===== src/rtl/sdr_pkg.sv =====
package sdr_pkg;
  typedef enum logic [2:0] {
    CMD_NOP  = 3'd0,
    CMD_ACT  = 3'd1,
    CMD_RD   = 3'd2,
    CMD_WR   = 3'd3,
    CMD_PRE  = 3'd4,
    CMD_PREA = 3'd5,
    CMD_REF  = 3'd6
  } cmd_e;
endpackage


===== src/rtl/sdr_cmd_decode.sv =====
module sdr_cmd_decode
  import sdr_pkg::*;
(
  input  logic gate_i,
  input  logic cs_ni,
  input  logic ras_ni,
  input  logic cas_ni,
  input  logic we_ni,
  input  logic cke_i,
  input  logic opt_i,
  output cmd_e cmd_o
);
  always_comb begin
    cmd_o = CMD_NOP;
    if (!gate_i && !cs_ni) begin
      unique case ({ras_ni, cas_ni, we_ni})
        3'b011:  cmd_o = CMD_ACT;
        3'b101:  cmd_o = CMD_RD;
        3'b100:  cmd_o = CMD_WR;
        3'b010:  cmd_o = opt_i ? CMD_PREA : CMD_PRE;
        3'b001:  cmd_o = cke_i ? CMD_REF : CMD_NOP; // cke low here means self refresh, not handled
        default: cmd_o = CMD_NOP;
      endcase
    end
  end
endmodule


===== src/rtl/sdr_bank_slot.sv =====
module sdr_bank_slot
  import sdr_pkg::*;
#(
  parameter int ROW_W = 12,
  parameter int CNT_W = 3
) (
  input  logic             clk_i,
  input  logic             rst_ni,
  input  logic             adv_i,
  input  logic             sel_i,
  input  cmd_e             cmd_i,
  input  logic             ap_i,
  input  logic [ROW_W-1:0] row_i,
  input  logic [CNT_W-1:0] burst_cyc_i,
  output logic             open_o,
  output logic [ROW_W-1:0] row_o,
  output logic             err_o
);
  logic             open_q, closing_q;
  logic [CNT_W-1:0] cnt_q;
  logic [ROW_W-1:0] row_q;
  logic             is_rw;

  assign is_rw = (cmd_i == CMD_RD) || (cmd_i == CMD_WR);
  assign err_o = sel_i && (((cmd_i == CMD_ACT) && open_q) ||
                           (is_rw && (!open_q || closing_q)));

  always_ff @(posedge clk_i or negedge rst_ni) begin
    if (!rst_ni) begin
      open_q    <= 1'b0;
      closing_q <= 1'b0;
      cnt_q     <= '0;
      row_q     <= '0;
    end else if (adv_i) begin
      if ((cmd_i == CMD_REF) || (cmd_i == CMD_PREA) || ((cmd_i == CMD_PRE) && sel_i)) begin
        open_q    <= 1'b0;
        closing_q <= 1'b0;
      end else if ((cmd_i == CMD_ACT) && sel_i && !open_q) begin
        open_q <= 1'b1;
        row_q  <= row_i;
      end else if (is_rw && sel_i && open_q && !closing_q && ap_i) begin
        closing_q <= 1'b1;
        cnt_q     <= burst_cyc_i;
      end else if (closing_q) begin
        if (cnt_q <= 1) begin
          open_q    <= 1'b0;
          closing_q <= 1'b0;
        end else begin
          cnt_q <= cnt_q - 1'b1;
        end
      end
    end
  end

  assign open_o = open_q;
  assign row_o  = row_q;
endmodule


===== src/rtl/sdr_cmd_tracker.sv =====
module sdr_cmd_tracker
  import sdr_pkg::*;
#(
  parameter int ROW_W  = 12,
  parameter int BANK_W = 2,
  parameter int AP_BIT = 8,
  localparam int NB    = 1 << BANK_W,
  localparam int COL_W = AP_BIT + 1,
  localparam int CNT_W = 3
) (
  input  logic                clk_i,
  input  logic                rst_ni,
  input  logic                cs_ni,
  input  logic                ras_ni,
  input  logic                cas_ni,
  input  logic                we_ni,
  input  logic                cke_i,
  input  logic [ROW_W-1:0]    addr_i,
  input  logic [BANK_W-1:0]   ba_i,
  input  logic [1:0]          burst_len_i,
  output logic [2:0]          cmd_o,
  output logic [BANK_W-1:0]   bank_o,
  output logic [ROW_W-1:0]    row_o,
  output logic [COL_W-1:0]    col_o,
  output logic                ap_o,
  output logic                err_o,
  output logic [NB-1:0]       bank_open_o,
  output logic [NB*ROW_W-1:0] open_rows_o
);
  logic             cke_q;
  cmd_e             cmd_d, cmd_q;
  logic [NB-1:0]    err_v;
  logic [CNT_W-1:0] burst_cyc;
  logic             is_rw;

  // beats/2 clocks; the reserved code behaves as 8 beats
  assign burst_cyc = (burst_len_i == 2'd3) ? CNT_W'(4) : CNT_W'(1) << burst_len_i;
  assign is_rw     = (cmd_d == CMD_RD) || (cmd_d == CMD_WR);

  sdr_cmd_decode u_dec (
    .gate_i (!cke_q),
    .cs_ni  (cs_ni),
    .ras_ni (ras_ni),
    .cas_ni (cas_ni),
    .we_ni  (we_ni),
    .cke_i  (cke_i),
    .opt_i  (addr_i[AP_BIT]),
    .cmd_o  (cmd_d)
  );

  for (genvar b = 0; b < NB; b++) begin : g_bank
    sdr_bank_slot #(.ROW_W(ROW_W), .CNT_W(CNT_W)) u_slot (
      .clk_i       (clk_i),
      .rst_ni      (rst_ni),
      .adv_i       (cke_q),
      .sel_i       (ba_i == BANK_W'(b)),
      .cmd_i       (cmd_d),
      .ap_i        (addr_i[AP_BIT]),
      .row_i       (addr_i),
      .burst_cyc_i (burst_cyc),
      .open_o      (bank_open_o[b]),
      .row_o       (open_rows_o[b*ROW_W +: ROW_W]),
      .err_o       (err_v[b])
    );
  end

  always_ff @(posedge clk_i or negedge rst_ni) begin
    if (!rst_ni) begin
      cke_q  <= 1'b1;
      cmd_q  <= CMD_NOP;
      err_q_reset();
    end else begin
      cke_q <= cke_i;
      cmd_q <= cmd_d;
      err_o <= |err_v;
      if (cmd_d != CMD_NOP) begin
        bank_o <= ba_i;
        ap_o   <= is_rw & addr_i[AP_BIT];
      end
      if (cmd_d == CMD_ACT) row_o <= addr_i;
      if (is_rw) col_o <= {addr_i[AP_BIT+1], addr_i[AP_BIT-1:0]};
    end
  end

  task automatic err_q_reset();
    err_o  <= 1'b0;
    bank_o <= '0;
    ap_o   <= 1'b0;
    row_o  <= '0;
    col_o  <= '0;
  endtask

  assign cmd_o = cmd_q;
endmodule


===== config.mk =====
export PLATFORM = sky130hd
export DESIGN_NAME = sdr_cmd_tracker
export DESIGN_NICKNAME = d
export VERILOG_FILES = /design/src/rtl/sdr_pkg.sv /design/src/rtl/sdr_cmd_decode.sv /design/src/rtl/sdr_bank_slot.sv /design/src/rtl/sdr_cmd_tracker.sv
export SDC_FILE = /design/constraint.sdc
export NUM_CORES = 1
export LEC_CHECK = 0
export BUFFER_PORTS_ARGS = -buffer_cell sky130_fd_sc_hd__buf_2
export CORE_MARGIN = 2
export CORE_UTILIZATION = 25
export CTS_BUF_LIST = sky130_fd_sc_hd__clkbuf_4 sky130_fd_sc_hd__clkbuf_8
export DETAILED_ROUTE_END_ITERATION = 8
export PLACE_DENSITY_LB_ADDON = 0.2
export SETUP_SLACK_MARGIN = 0.3
export SYNTH_ARGS = -nofsm -noshare
export SYNTH_HDL_FRONTEND = slang
export SYNTH_SLANG_ARGS = --single-unit

===== constraint.sdc =====
create_clock -name clk_i -period 2.7 [get_ports clk_i]
set_clock_uncertainty 0.1 [all_clocks]
set_input_delay 0.27 -clock clk_i [delete_from_list [all_inputs] [get_ports clk_i]]
set_output_delay 0.27 -clock clk_i [all_outputs]
set_load 0.02 [all_outputs]

==> results of run 1 <==
==> flip-flops by register name, summed over array words and instances (netlist names) <==
name	count
ap_o	1
cmd_o	3
err_o	1
g_bank.u_slot.open_o	4
row_o	12
g_bank.u_slot.closing_q	4
col_o	9
cke_q	1
bank_o	2
g_bank.u_slot.cnt_q	12
g_bank.u_slot.row_o	48
==> cell usage in the layout, fill, tap and decap left out, drive strengths merged, types with 4 or more instances in the layout <==
cell type | netlist | layout
buf | 19 | 114
dfrtp | 96 | 96
mux2 | 66 | 66
nand2 | 39 | 39
nor2 | 20 | 20
inv | 16 | 17
clkbuf | 6 | 10
o21ai | 9 | 9
nor3 | 7 | 7
mux2i | 7 | 7
ha | 7 | 7
a2bb2oi | 7 | 7
a21oi | 5 | 5
o21bai | 4 | 4
nor2b | 4 | 4
or4 | 4 | 4
a31oi | 4 | 4
==> worst min-delay path, stage by stage <==
cell	delay, ns
buf_2	0.13
nand2_1	0.06
nand2_1	0.04
==> power groups by stage <==
stage | logic (uW) | registers [uW] | clock network (uW)
after floorplan | 518 | 2070 | 0
after global placement | 1070 | 1880 | 0
after detailed placement | 1090 | 1890 | 0
after CTS | 1090 | 1860 | 1010
after global routing | 1190 | 1900 | 1070
final | 1080 | 1870 | 963
==> metal layers <==
metal / vias up / wire (um) / global-route usage, %
li1: 1469 / - / -
met1: 1591 / 5680 / 18.2
met2: 97 / 5220 / 19.3
met3: 10 / 1130 / 6.66
met4: 0 / 169 / 3.12
met5: - / 0 / 0
==> synth_stat cells (3+ instances only) <==
| library cell | instances |
|---|---|
| a2bb2oi_1 | 4 |
| o21ai_0 | 8 |
| buf_2 | 10 |
| o2bb2ai_1 | 3 |
| a21o_1 | 3 |
| nand3_1 | 3 |
| nor2_2 | 3 |
| nand2b_1 | 3 |
| buf_1 | 3 |
| dfrtp_1 | 96 |
| mux2i_1 | 7 |
| mux2_2 | 57 |
| a21oi_1 | 5 |
| a31oi_1 | 4 |
| inv_1 | 16 |
| nand2_1 | 39 |
| nor3_1 | 7 |
| nor2b_1 | 4 |
| buf_4 | 4 |
| clkbuf_1 | 6 |
| nor2_1 | 17 |
| or4_1 | 4 |
| o21bai_1 | 4 |
| ha_1 | 7 |
| mux2_4 | 9 |
==> stage by stage <==
stage                     hold WS [ns]  std cells
after floorplan                 -0.126        363
after global placement           0.244        677
after detailed placement         0.251        677
after CTS                       0.0257        693
after global routing            0.0220        693
final                           0.0468        693
==> logic make-up after synthesis <==
| kind of cell | count (synthesis) |
|---|---|
| compound gates | 48 |
| fa+ha+maj | 7 |
| flops | 97 |
| mux | 74 |
| simple gates | 96 |
| buf+inv | 41 |
==> repair_timing <==
action / in CTS / in global routing
hold buffers: 2 / 0
setup endpoints to repair: 0 / 1
resized for setup: 0 / 1
hold endpoints to repair: 45 / 0
==> final cells by class <==
type	count	share of cell area (%)
clock buffer	10	2.42
clock inverter	4	0.989
inverter	16	1.10
multi-input combinational	225	34.0
sequential	97	44.7
tap	225	5.18
timing repair buffer	116	11.7
==> worst paths after layout <==
check | end | slack (ns) | depth (start not counted)
min reg2reg | col_o[8]$_DFFE_PN0N_ | 0.38 | 2
max in group asynchronous | g_bank[1].u_slot.row_o[0]$_DFFE_PN0P_ | 1.42 | 3
max reg2reg | g_bank[1].u_slot.cnt_q[0]$_DFFE_PN0P_ | 0.52 | 5
min in group asynchronous | g_bank[1].u_slot.row_o[4]$_DFFE_PN0P_ | 0.37 | 2
max | g_bank[1].u_slot.cnt_q[0]$_DFFE_PN0P_ | 0.52 | 5
min | col_o[3]$_DFFE_PN0N_ | 0.05 | 3
==> impl_metrics.env, run 1 <==
export IMPL_cts_buffers=9
export IMPL_drt_total_wl_mm=12.2
export IMPL_path_cells="nand2b_2 -> or4_1 -> a2bb2oi_4 -> nor2_2 -> a221o_1"
export IMPL_cp_end_kind="flip-flop"
export IMPL_initial_utilization_pct=25.7
export IMPL_synthAdderAreaFrac_pct=1.96
export IMPL_yosysTopAreaCell="dfrtp_1"
export IMPL_die_h_um=138
export IMPL_layout_setup_ws_ns=0.517
export IMPL_synth_area_um2=4470
export IMPL_ys_ff_latch=97
export IMPL_rsz0062_at_grt="no"
export IMPL_syn_nets=393
export IMPL_yosys_warnings=0
export IMPL_utilization_pct=31.2
export IMPL_grt_max_degree=48
export IMPL_switching_share_pct=33.9
export IMPL_max_cap_viol_count=0
export IMPL_nFillCells=1824
export IMPL_min_period_ns=2.18
export IMPL_drt_iter0_drc=171
export IMPL_synth_top_cell_area_share_pct=53.8
export IMPL_syn_to_final_growth_pct=21.7
export IMPL_finalPower_uw=3900
export IMPL_path_max_fanout=10
export IMPL_seq_area_um2=2430
export IMPL_syn_area_per_cell_um2=12.3
export IMPL_yosysUniqueCellTypes=54
export IMPL_r2r_start="cke_q$_DFF_PN1_"
export IMPL_dp_slack_ns=0.408
export IMPL_fin_crit_sh_pct=80.8
export IMPL_ant_nets=0
export IMPL_via_per_inst=4.57
export IMPL_antenna_cells=0
export IMPL_power_frac_clock_pct=24.7
export IMPL_muxShareOfSynthArea_pct=19.5
export IMPL_seq_power_share_pct=47.8
export IMPL_clockBufferDepth=2
export IMPL_grt_pass1_vias=3195
export IMPL_p_per_area_nw_per_um2=718
export IMPL_synthXorXnorAreaFrac_pct=0
export IMPL_path_buf_inv=0
export IMPL_finalSetupViolCount=0
export IMPL_routedWlPerCell_um=17.6
export IMPL_status="complete, no violations"
export IMPL_hold_viol=0
export IMPL_p_leak_uw=0.00278
export IMPL_final_setup_tns_ns=0
export IMPL_clkTransAtPathRegs_ns=0.09
export IMPL_io_buffers=102
export IMPL_placed_area_um2=5230
export IMPL_slew_headroom_pct=55.5
export IMPL_async_reset_ff_share_pct=100
export IMPL_crit_family="simple AND/OR/NAND/NOR gates"
export IMPL_cts_tree="done"
export IMPL_cts_num_sinks=97
export IMPL_grt_pass1_wl_mm=18.9
export IMPL_fp_dieW_um=138
export IMPL_grt_usage_pct=13.5
export IMPL_cts_root_buf="clkbuf_8"
export IMPL_coreArea_um2=17400
export IMPL_io_pins=103
export IMPL_cp_required_ns=2.87
export IMPL_drcViolationCount=0
export IMPL_slowest_delay_ns=0.62
export IMPL_hold_start="addr_i[3]"
export IMPL_critPathLaunch="cke_q$_DFF_PN1_"
export IMPL_fin_area_um2=5440
export IMPL_synth_edf_count=0
export IMPL_path_class="flip-flop to flip-flop"
export IMPL_dieArea_um2=19000
export IMPL_gp_congestion=0.801
export IMPL_layout_nets=495
export IMPL_synth_compound_area_share_pct=9.01
export IMPL_syn_inst=363
export IMPL_core_rowCount=48
export IMPL_internal_power_uw=2580
export IMPL_fmax_ghz=0.458
export IMPL_grt_antenna_before_repair=0
export IMPL_synth_top_family_by_area="multiplexers"
export IMPL_drive_gt1_share_pct=44.4
export IMPL_firstDrtPassIters=4
export IMPL_synthSimpleGateAreaFrac_pct=10.8
export IMPL_num_vias=3167
export IMPL_post_cts_setup_buffers=0
export IMPL_combPwrFrac_pct=27.5
export IMPL_insertion_delay_ns=0.39
export IMPL_p_sw_uw=1320
export IMPL_crit_path_start_kind="flip-flop"
export IMPL_ys_seq_area_share_pct=54.3
export IMPL_ys_top_cells_by_area="dfrtp_1 (54%), mux2_2 (14%), nand2_1 (3.3%)"
export IMPL_cts_max_level=3
export IMPL_holdCritPathClass="primary input to flip-flop"
export IMPL_hpwlAfterDp_mm=8.58
export IMPL_cpMaxStageDelayCell="or4_1"
export IMPL_gr_total_overflow=0
export IMPL_irDropWorstVdd_mv=0.273
export IMPL_multiInputGateArea_um2=1850
export IMPL_drv_slew=0
export IMPL_worstMarginPinSlew_ns=0.668
export IMPL_cp_arrival_ns=2.35
export IMPL_synth_flop_cell="dfrtp_1"
(Power assumes the default switching activity.)
==> run 2: changes to the inputs <==
==> constraint.sdc (replaced) <==
create_clock -name clk_i -period 1.76 [get_ports clk_i]
set_clock_uncertainty 0.1 [all_clocks]
set_input_delay 0.176 -clock clk_i [delete_from_list [all_inputs] [get_ports clk_i]]
set_output_delay 0.176 -clock clk_i [all_outputs]
set_load 0.02 [all_outputs]
==> impl_metrics.env, run 2 (same netlist as run 1, synthesis figures left out) <==
export IMPL_status="finished, violations left"
export IMPL_violations="negative setup slack"
export IMPL_fp_dieW_um=138
export IMPL_p_sw_uw=2090
export IMPL_num_vias=3362
export IMPL_die_h_um=138
export IMPL_drt_iter0_drc=119
export IMPL_io_buffers=102
export IMPL_path_max_fanout=6
export IMPL_finalPower_uw=6320
export IMPL_cp_required_ns=1.91
export IMPL_worstReg2RegEnd="g_bank[2].u_slot.row_o[6]$_DFFE_PN0P_"
export IMPL_met3_usage_pct=4.97
export IMPL_rsz0062_at_grt="yes"
export IMPL_cts_num_sinks=97
export IMPL_crit_path_start_kind="flip-flop"
export IMPL_largest_reg_flops=48
export IMPL_layout_setup_ws_ns=-0.284
export IMPL_min_to="bank_o[1]$_DFFE_PN0P_"
export IMPL_grt_pass1_wl_mm=20.1
export IMPL_insertion_delay_ns=0.37
export IMPL_cts_buffers=9
export IMPL_p_per_area_nw_per_um2=985
export IMPL_fin_crit_sh_pct=116
export IMPL_layout_commonest_cell="buf_2"
export IMPL_hpwlAfterDp_mm=8.78
export IMPL_hold_viol=0
export IMPL_met1_usage_pct=18.0
export IMPL_irDropWorstVdd_mv=0.491
export IMPL_p_leak_uw=0.00328
export IMPL_dieArea_um2=19000
export IMPL_path_class="flip-flop to flip-flop"
export IMPL_coreArea_um2=17400
export IMPL_r2r_slack_ns=-0.28
export IMPL_ant_nets=0
export IMPL_place_inst=715
export IMPL_switching_share_pct=33.1
export IMPL_clkTransAtPathRegs_ns=0.09
export IMPL_drive_gt1_share_pct=55.6
export IMPL_top_regs="g_bank.u_slot.row_o (48), g_bank.u_slot.cnt_q (12), row_o (12)"
export IMPL_utilization_pct=36.8
export IMPL_holdWs_ns=0.0303
export IMPL_hold_depth=2
export IMPL_cts_max_level=3
export IMPL_holdCritPathClass="primary input to flip-flop"
export IMPL_grt_busiest_layer="met2"
export IMPL_cts_tree="done"
export IMPL_grt_max_degree=46
export IMPL_initial_utilization_pct=25.7
export IMPL_drv_slew=0
export IMPL_io_pins=103
export IMPL_cp_arrival_ns=2.20
export IMPL_nFillCells=1749
export IMPL_core_rowCount=48
export IMPL_placed_area_um2=5580
export IMPL_power_frac_clock_pct=23.5
export IMPL_firstDrtPassIters=4
export IMPL_cp_end_kind="flip-flop"
export IMPL_regMostFlops="g_bank.u_slot.row_o"
export IMPL_final_cell_mix="buf_2 (101), dfrtp_1 (96), mux2_2 (41)"
export IMPL_grt_pass1_vias=3561
export IMPL_finalSetupViolCount=57
export IMPL_slew_headroom_pct=69.0
export IMPL_drcViolationCount=0
export IMPL_fin_cells=758
export IMPL_max_cap_viol_count=0
export IMPL_clockBufferDepth=2
export IMPL_grt_antenna_before_repair=2
export IMPL_gr_total_overflow=0
export IMPL_via_per_inst=4.44
export IMPL_r2r_cells=5
export IMPL_routedWlPerCell_um=17.0
export IMPL_drt_total_wl_mm=12.9
export IMPL_layout_nets=559
export IMPL_combPwrFrac_pct=31.9
export IMPL_fin_area_um2=6410
export IMPL_min_period_ns=2.04
export IMPL_syn_to_final_growth_pct=43.5
export IMPL_cts_root_buf="clkbuf_8"
export IMPL_seq_power_share_pct=44.6
export IMPL_worstMarginPinSlew_ns=0.463
export IMPL_gr_usage_met2_pct=22.7
export IMPL_internal_power_uw=4220
export IMPL_r2r_start="g_bank[2].u_slot.open_o$_DFFE_PN0P_"
export IMPL_hold_start="ba_i[1]"
export IMPL_gp_congestion=0.812
export IMPL_grt_usage_pct=14.2
export IMPL_fmax_ghz=0.489
==> run 2: changes by cell type in the layout (fill, tap and decap cells not counted), moves of 4 or more <==
cell           previous run  this run
buf_6                     0        20
buf_4                    12        36
mux2_2                   57        41
dlygate4sd3_1             2        13
mux2_4                    9        25
nand2_1                  39        28
nor2_4                    0         4
nand2_2                   0        11
buf_12                    1         6
==> run 2: layer usage <==
| layer | part of all wire, % | up-vias |
|---|---|---|
| met3 | 7.0 | 11 |
| met5 | 0 | - |
| met4 | 1.0 | 0 |
| li1 | - | 1598 |
| met2 | 48 | 77 |
| met1 | 44 | 1676 |
==> run 2: cell type report <==
type	count	area [um2]	share of cell area (%)
antenna	1	2.50	0.0390
clock buffer	11	145	2.26
clock inverter	3	42.5	0.663
inverter	16	62.6	0.975
multi-input combinational	225	2110	33.0
sequential	97	2430	37.9
tap	225	282	4.39
timing repair buffer	180	1340	20.8
==> run 2: worst max path at each step <==
stage	from	end	slack (ns)	cells past startpoint
after global placement	ba_i[1]	g_bank[0].u_slot.cnt_q[0]$_DFFE_PN0P_	-0.27	6
after global routing	cke_q$_DFF_PN1_	g_bank[1].u_slot.cnt_q[0]$_DFFE_PN0P_	-0.33	5
after detailed placement	ba_i[1]	g_bank[0].u_slot.cnt_q[0]$_DFFE_PN0P_	-0.30	6
after CTS	g_bank[1].u_slot.open_o$_DFFE_PN0P_	g_bank[1].u_slot.cnt_q[0]$_DFFE_PN0P_	-0.27	5
final	g_bank[2].u_slot.open_o$_DFFE_PN0P_	g_bank[2].u_slot.row_o[6]$_DFFE_PN0P_	-0.28	5
after floorplan	g_bank[0].u_slot.open_o$_DFFE_PN0P_	g_bank[0].u_slot.cnt_q[0]$_DFFE_PN0P_	-0.37	6
==> run 2: timing repair <==
action,CTS,global route
buffers inserted,8,3
endpoints found under the setup margin,94,94
pin swaps,8,11
cloned,3,1
endpoints found under the hold margin,122,0
hold buffers,13,0
gates resized for setup,72,21
==> run 2: metrics by stage <==
step	TNS (ns)	setup slack (ns)
floorplan	-11.74	-0.365
detailed placement	-14.31	-0.295
global route	-13.59	-0.334
CTS	-11.28	-0.271
finish	-10.08	-0.284
global placement	-12.07	-0.267
==> run 2: critical path, stage by stage, from the launching register on <==
cell and delay (ns):
dfrtp_1 0.39, or3b_4 0.39, or4_4 0.46, buf_12 0.16, buf_12 0.14, mux2_4 0.29
==> run 2: power by group through the flow <==
stage          clock network (uW)  logic (uW)  registers [uW]
6_report                     1480        2020            2820
5_1_grt                      1650        2200            2870
4_1_cts                      1550        2010            2820
3_5_place_dp                    0        1850            2850
3_3_place_gp                    0        1810            2840
2_1_floorplan                   0         807            3170
==> run 3: changes to the inputs <==
--- a/config.mk
+++ b/config.mk
@@ -7,11 +7,12 @@
 export LEC_CHECK = 0
 export BUFFER_PORTS_ARGS = -buffer_cell sky130_fd_sc_hd__buf_2
 export CORE_MARGIN = 2
-export CORE_UTILIZATION = 25
+export CORE_UTILIZATION = 50
 export CTS_BUF_LIST = sky130_fd_sc_hd__clkbuf_4 sky130_fd_sc_hd__clkbuf_8
 export DETAILED_ROUTE_END_ITERATION = 8
 export PLACE_DENSITY_LB_ADDON = 0.2
 export SETUP_SLACK_MARGIN = 0.3
+export SLEW_MARGIN = 5
 export SYNTH_ARGS = -nofsm -noshare
 export SYNTH_HDL_FRONTEND = slang
 export SYNTH_SLANG_ARGS = --single-unit
==> impl_metrics.env, run 3 (same netlist as run 1, synthesis figures left out) <==
export IMPL_gr_total_overflow=0
export IMPL_die_h_um=98.5
export IMPL_finalSetupViolCount=58
export IMPL_io_buffers=102
export IMPL_status="finished, violations left"
export IMPL_p_leak_uw=0.00333
export IMPL_placed_area_um2=5470
export IMPL_drt_iter0_drc=175
export IMPL_drv_slew=0
export IMPL_path_max_fanout=4
export IMPL_antenna_cells=0
export IMPL_cpMaxStageDelayCell="or4_4"
export IMPL_fin_area_um2=6290
export IMPL_core_rowCount=34
export IMPL_drive_gt1_share_pct=56.9
export IMPL_via_per_inst=5.38
export IMPL_cts_tree="done"
export IMPL_io_pins=103
export IMPL_cp_arrival_ns=2.22
export IMPL_max_cap_viol_count=0
export IMPL_coreArea_um2=8680
export IMPL_holdCritPathClass="primary input to flip-flop"
export IMPL_holdWs_ns=0.0182
export IMPL_dieArea_um2=9710
export IMPL_drcViolationCount=0
export IMPL_layout_nets=556
export IMPL_largest_reg_flops=48
export IMPL_cp_end_kind="flip-flop"
export IMPL_violations="negative setup slack"
export IMPL_fmax_ghz=0.486
export IMPL_worstMarginPinSlew_ns=0.437
export IMPL_grt_pass1_wl_mm=18.4
export IMPL_grt_max_degree=39
export IMPL_num_vias=3436
export IMPL_final_cell_mix="buf_2 (100), dfrtp_1 (96), buf_4 (44)"
export IMPL_layout_setup_ws_ns=-0.298
export IMPL_grt_usage_pct=24.2
export IMPL_crit_path_start_kind="flip-flop"
export IMPL_clkTransAtPathRegs_ns=0.10
export IMPL_path_cells="or3_1 -> or4_4 -> o2bb2a_4 -> nor2_4 -> a221o_1"
export IMPL_crit_family="simple AND/OR/NAND/NOR gates"
export IMPL_slowest_delay_ns=0.54
export IMPL_cts_max_level=3
export IMPL_layout_commonest_cell="buf_2"
export IMPL_drt_total_wl_mm=11.7
export IMPL_slew_headroom_pct=70.8
export IMPL_hold_viol=0
export IMPL_hpwlAfterDp_mm=7.81
export IMPL_regMostFlops="g_bank.u_slot.row_o"
export IMPL_irDropWorstVdd_mv=0.699
export IMPL_r2r_slack_ns=-0.30
export IMPL_routedWlPerCell_um=18.3
export IMPL_gp_congestion=0.866
export IMPL_insertion_delay_ns=0.36
export IMPL_syn_to_final_growth_pct=40.8
export IMPL_cp_required_ns=1.92
export IMPL_fin_crit_sh_pct=117
export IMPL_fp_dieW_um=98.5
export IMPL_top_regs="g_bank.u_slot.row_o (48), g_bank.u_slot.cnt_q (12), row_o (12)"
export IMPL_path_buf_inv=0
export IMPL_clockBufferDepth=2
export IMPL_ant_nets=0
export IMPL_initial_utilization_pct=51.5
export IMPL_final_setup_tns_ns=-11.85
export IMPL_min_period_ns=2.06
export IMPL_cts_root_buf="clkbuf_8"
export IMPL_rsz0062_at_grt="yes"
export IMPL_utilization_pct=72.5
export IMPL_firstDrtPassIters=4
export IMPL_grt_pass1_vias=3603
export IMPL_cts_buffers=9
export IMPL_grt_antenna_before_repair=0
export IMPL_p_per_area_nw_per_um2=1020
export IMPL_cts_num_sinks=97
export IMPL_path_class="flip-flop to flip-flop"
-- run 3: where the power goes --
part           total (uW)  internal, uW  switching, uW
combinational        2000           919           1080
sequential           2840          2610            232
clock                1590           729            862
-- run 3: final timing paths --
check | from | endpoint | depth (start not counted)
worst max register to register | g_bank[0].u_slot.open_o$_DFFE_PN0P_ | g_bank[0].u_slot.cnt_q[0]$_DFFE_PN0P_ | 5
min in group asynchronous | rst_ni | g_bank[0].u_slot.row_o[0]$_DFFE_PN0P_ | 2
worst min register to register | col_o[8]$_DFFE_PN0N_ | col_o[8]$_DFFE_PN0N_ | 2
worst min-delay path | addr_i[1] | col_o[1]$_DFFE_PN0N_ | 3
worst max-delay path | g_bank[0].u_slot.open_o$_DFFE_PN0P_ | g_bank[0].u_slot.cnt_q[0]$_DFFE_PN0P_ | 5
max in group asynchronous | rst_ni | cmd_o[2]$_DFF_PN0_ | 3
-- run 3: worst reg2reg max path, delay by kind of cell, from the launching register on --
kind	cells	cell delay, ns
simple gates	3	0.92
flops	1	0.40
compound gates	2	0.54
-- run 3: repair_timing --
action                                 in CTS  in global routing
pin swaps                                  11                  7
setup endpoints to repair                  86                 93
endpoints found under the hold margin      89                  0
resized for setup                          73                 23
hold buffers                               10                  0
cloned                                      0                  1
setup buffers                               6                  5
-- run 3: area by class of cell --
| class | count | area (um2) |
|---|---|---|
| sequential | 97 | 2430 |
| fill | 594 | 2380 |
| multi-input combinational | 225 | 2170 |
| timing repair buffer | 177 | 1280 |
| clock buffer | 10 | 138 |
| tap | 108 | 135 |
| clock inverter | 6 | 83.8 |
| inverter | 16 | 60.1 |
-- run 3: layer usage --
metal  global-route usage [%]  share of wire [%]  vias to the layer above
met4                     8.43                2.1                        0
met2                     39.5                 49                       93
met5                        0                  0                        -
met3                     5.25                5.5                       23
li1                         -                  -                     1588
met1                     32.2                 43                     1732
-- run 3: per-stage QoR --
stage                     total power, uW  setup WS [ns]  cells
after CTS                            6370         -0.272    633
after detailed placement             4640         -0.299    601
final                                6430         -0.298    639
after floorplan                      3980         -0.365    363
after global placement               4580         -0.257    601
after global routing                 6760         -0.337    639
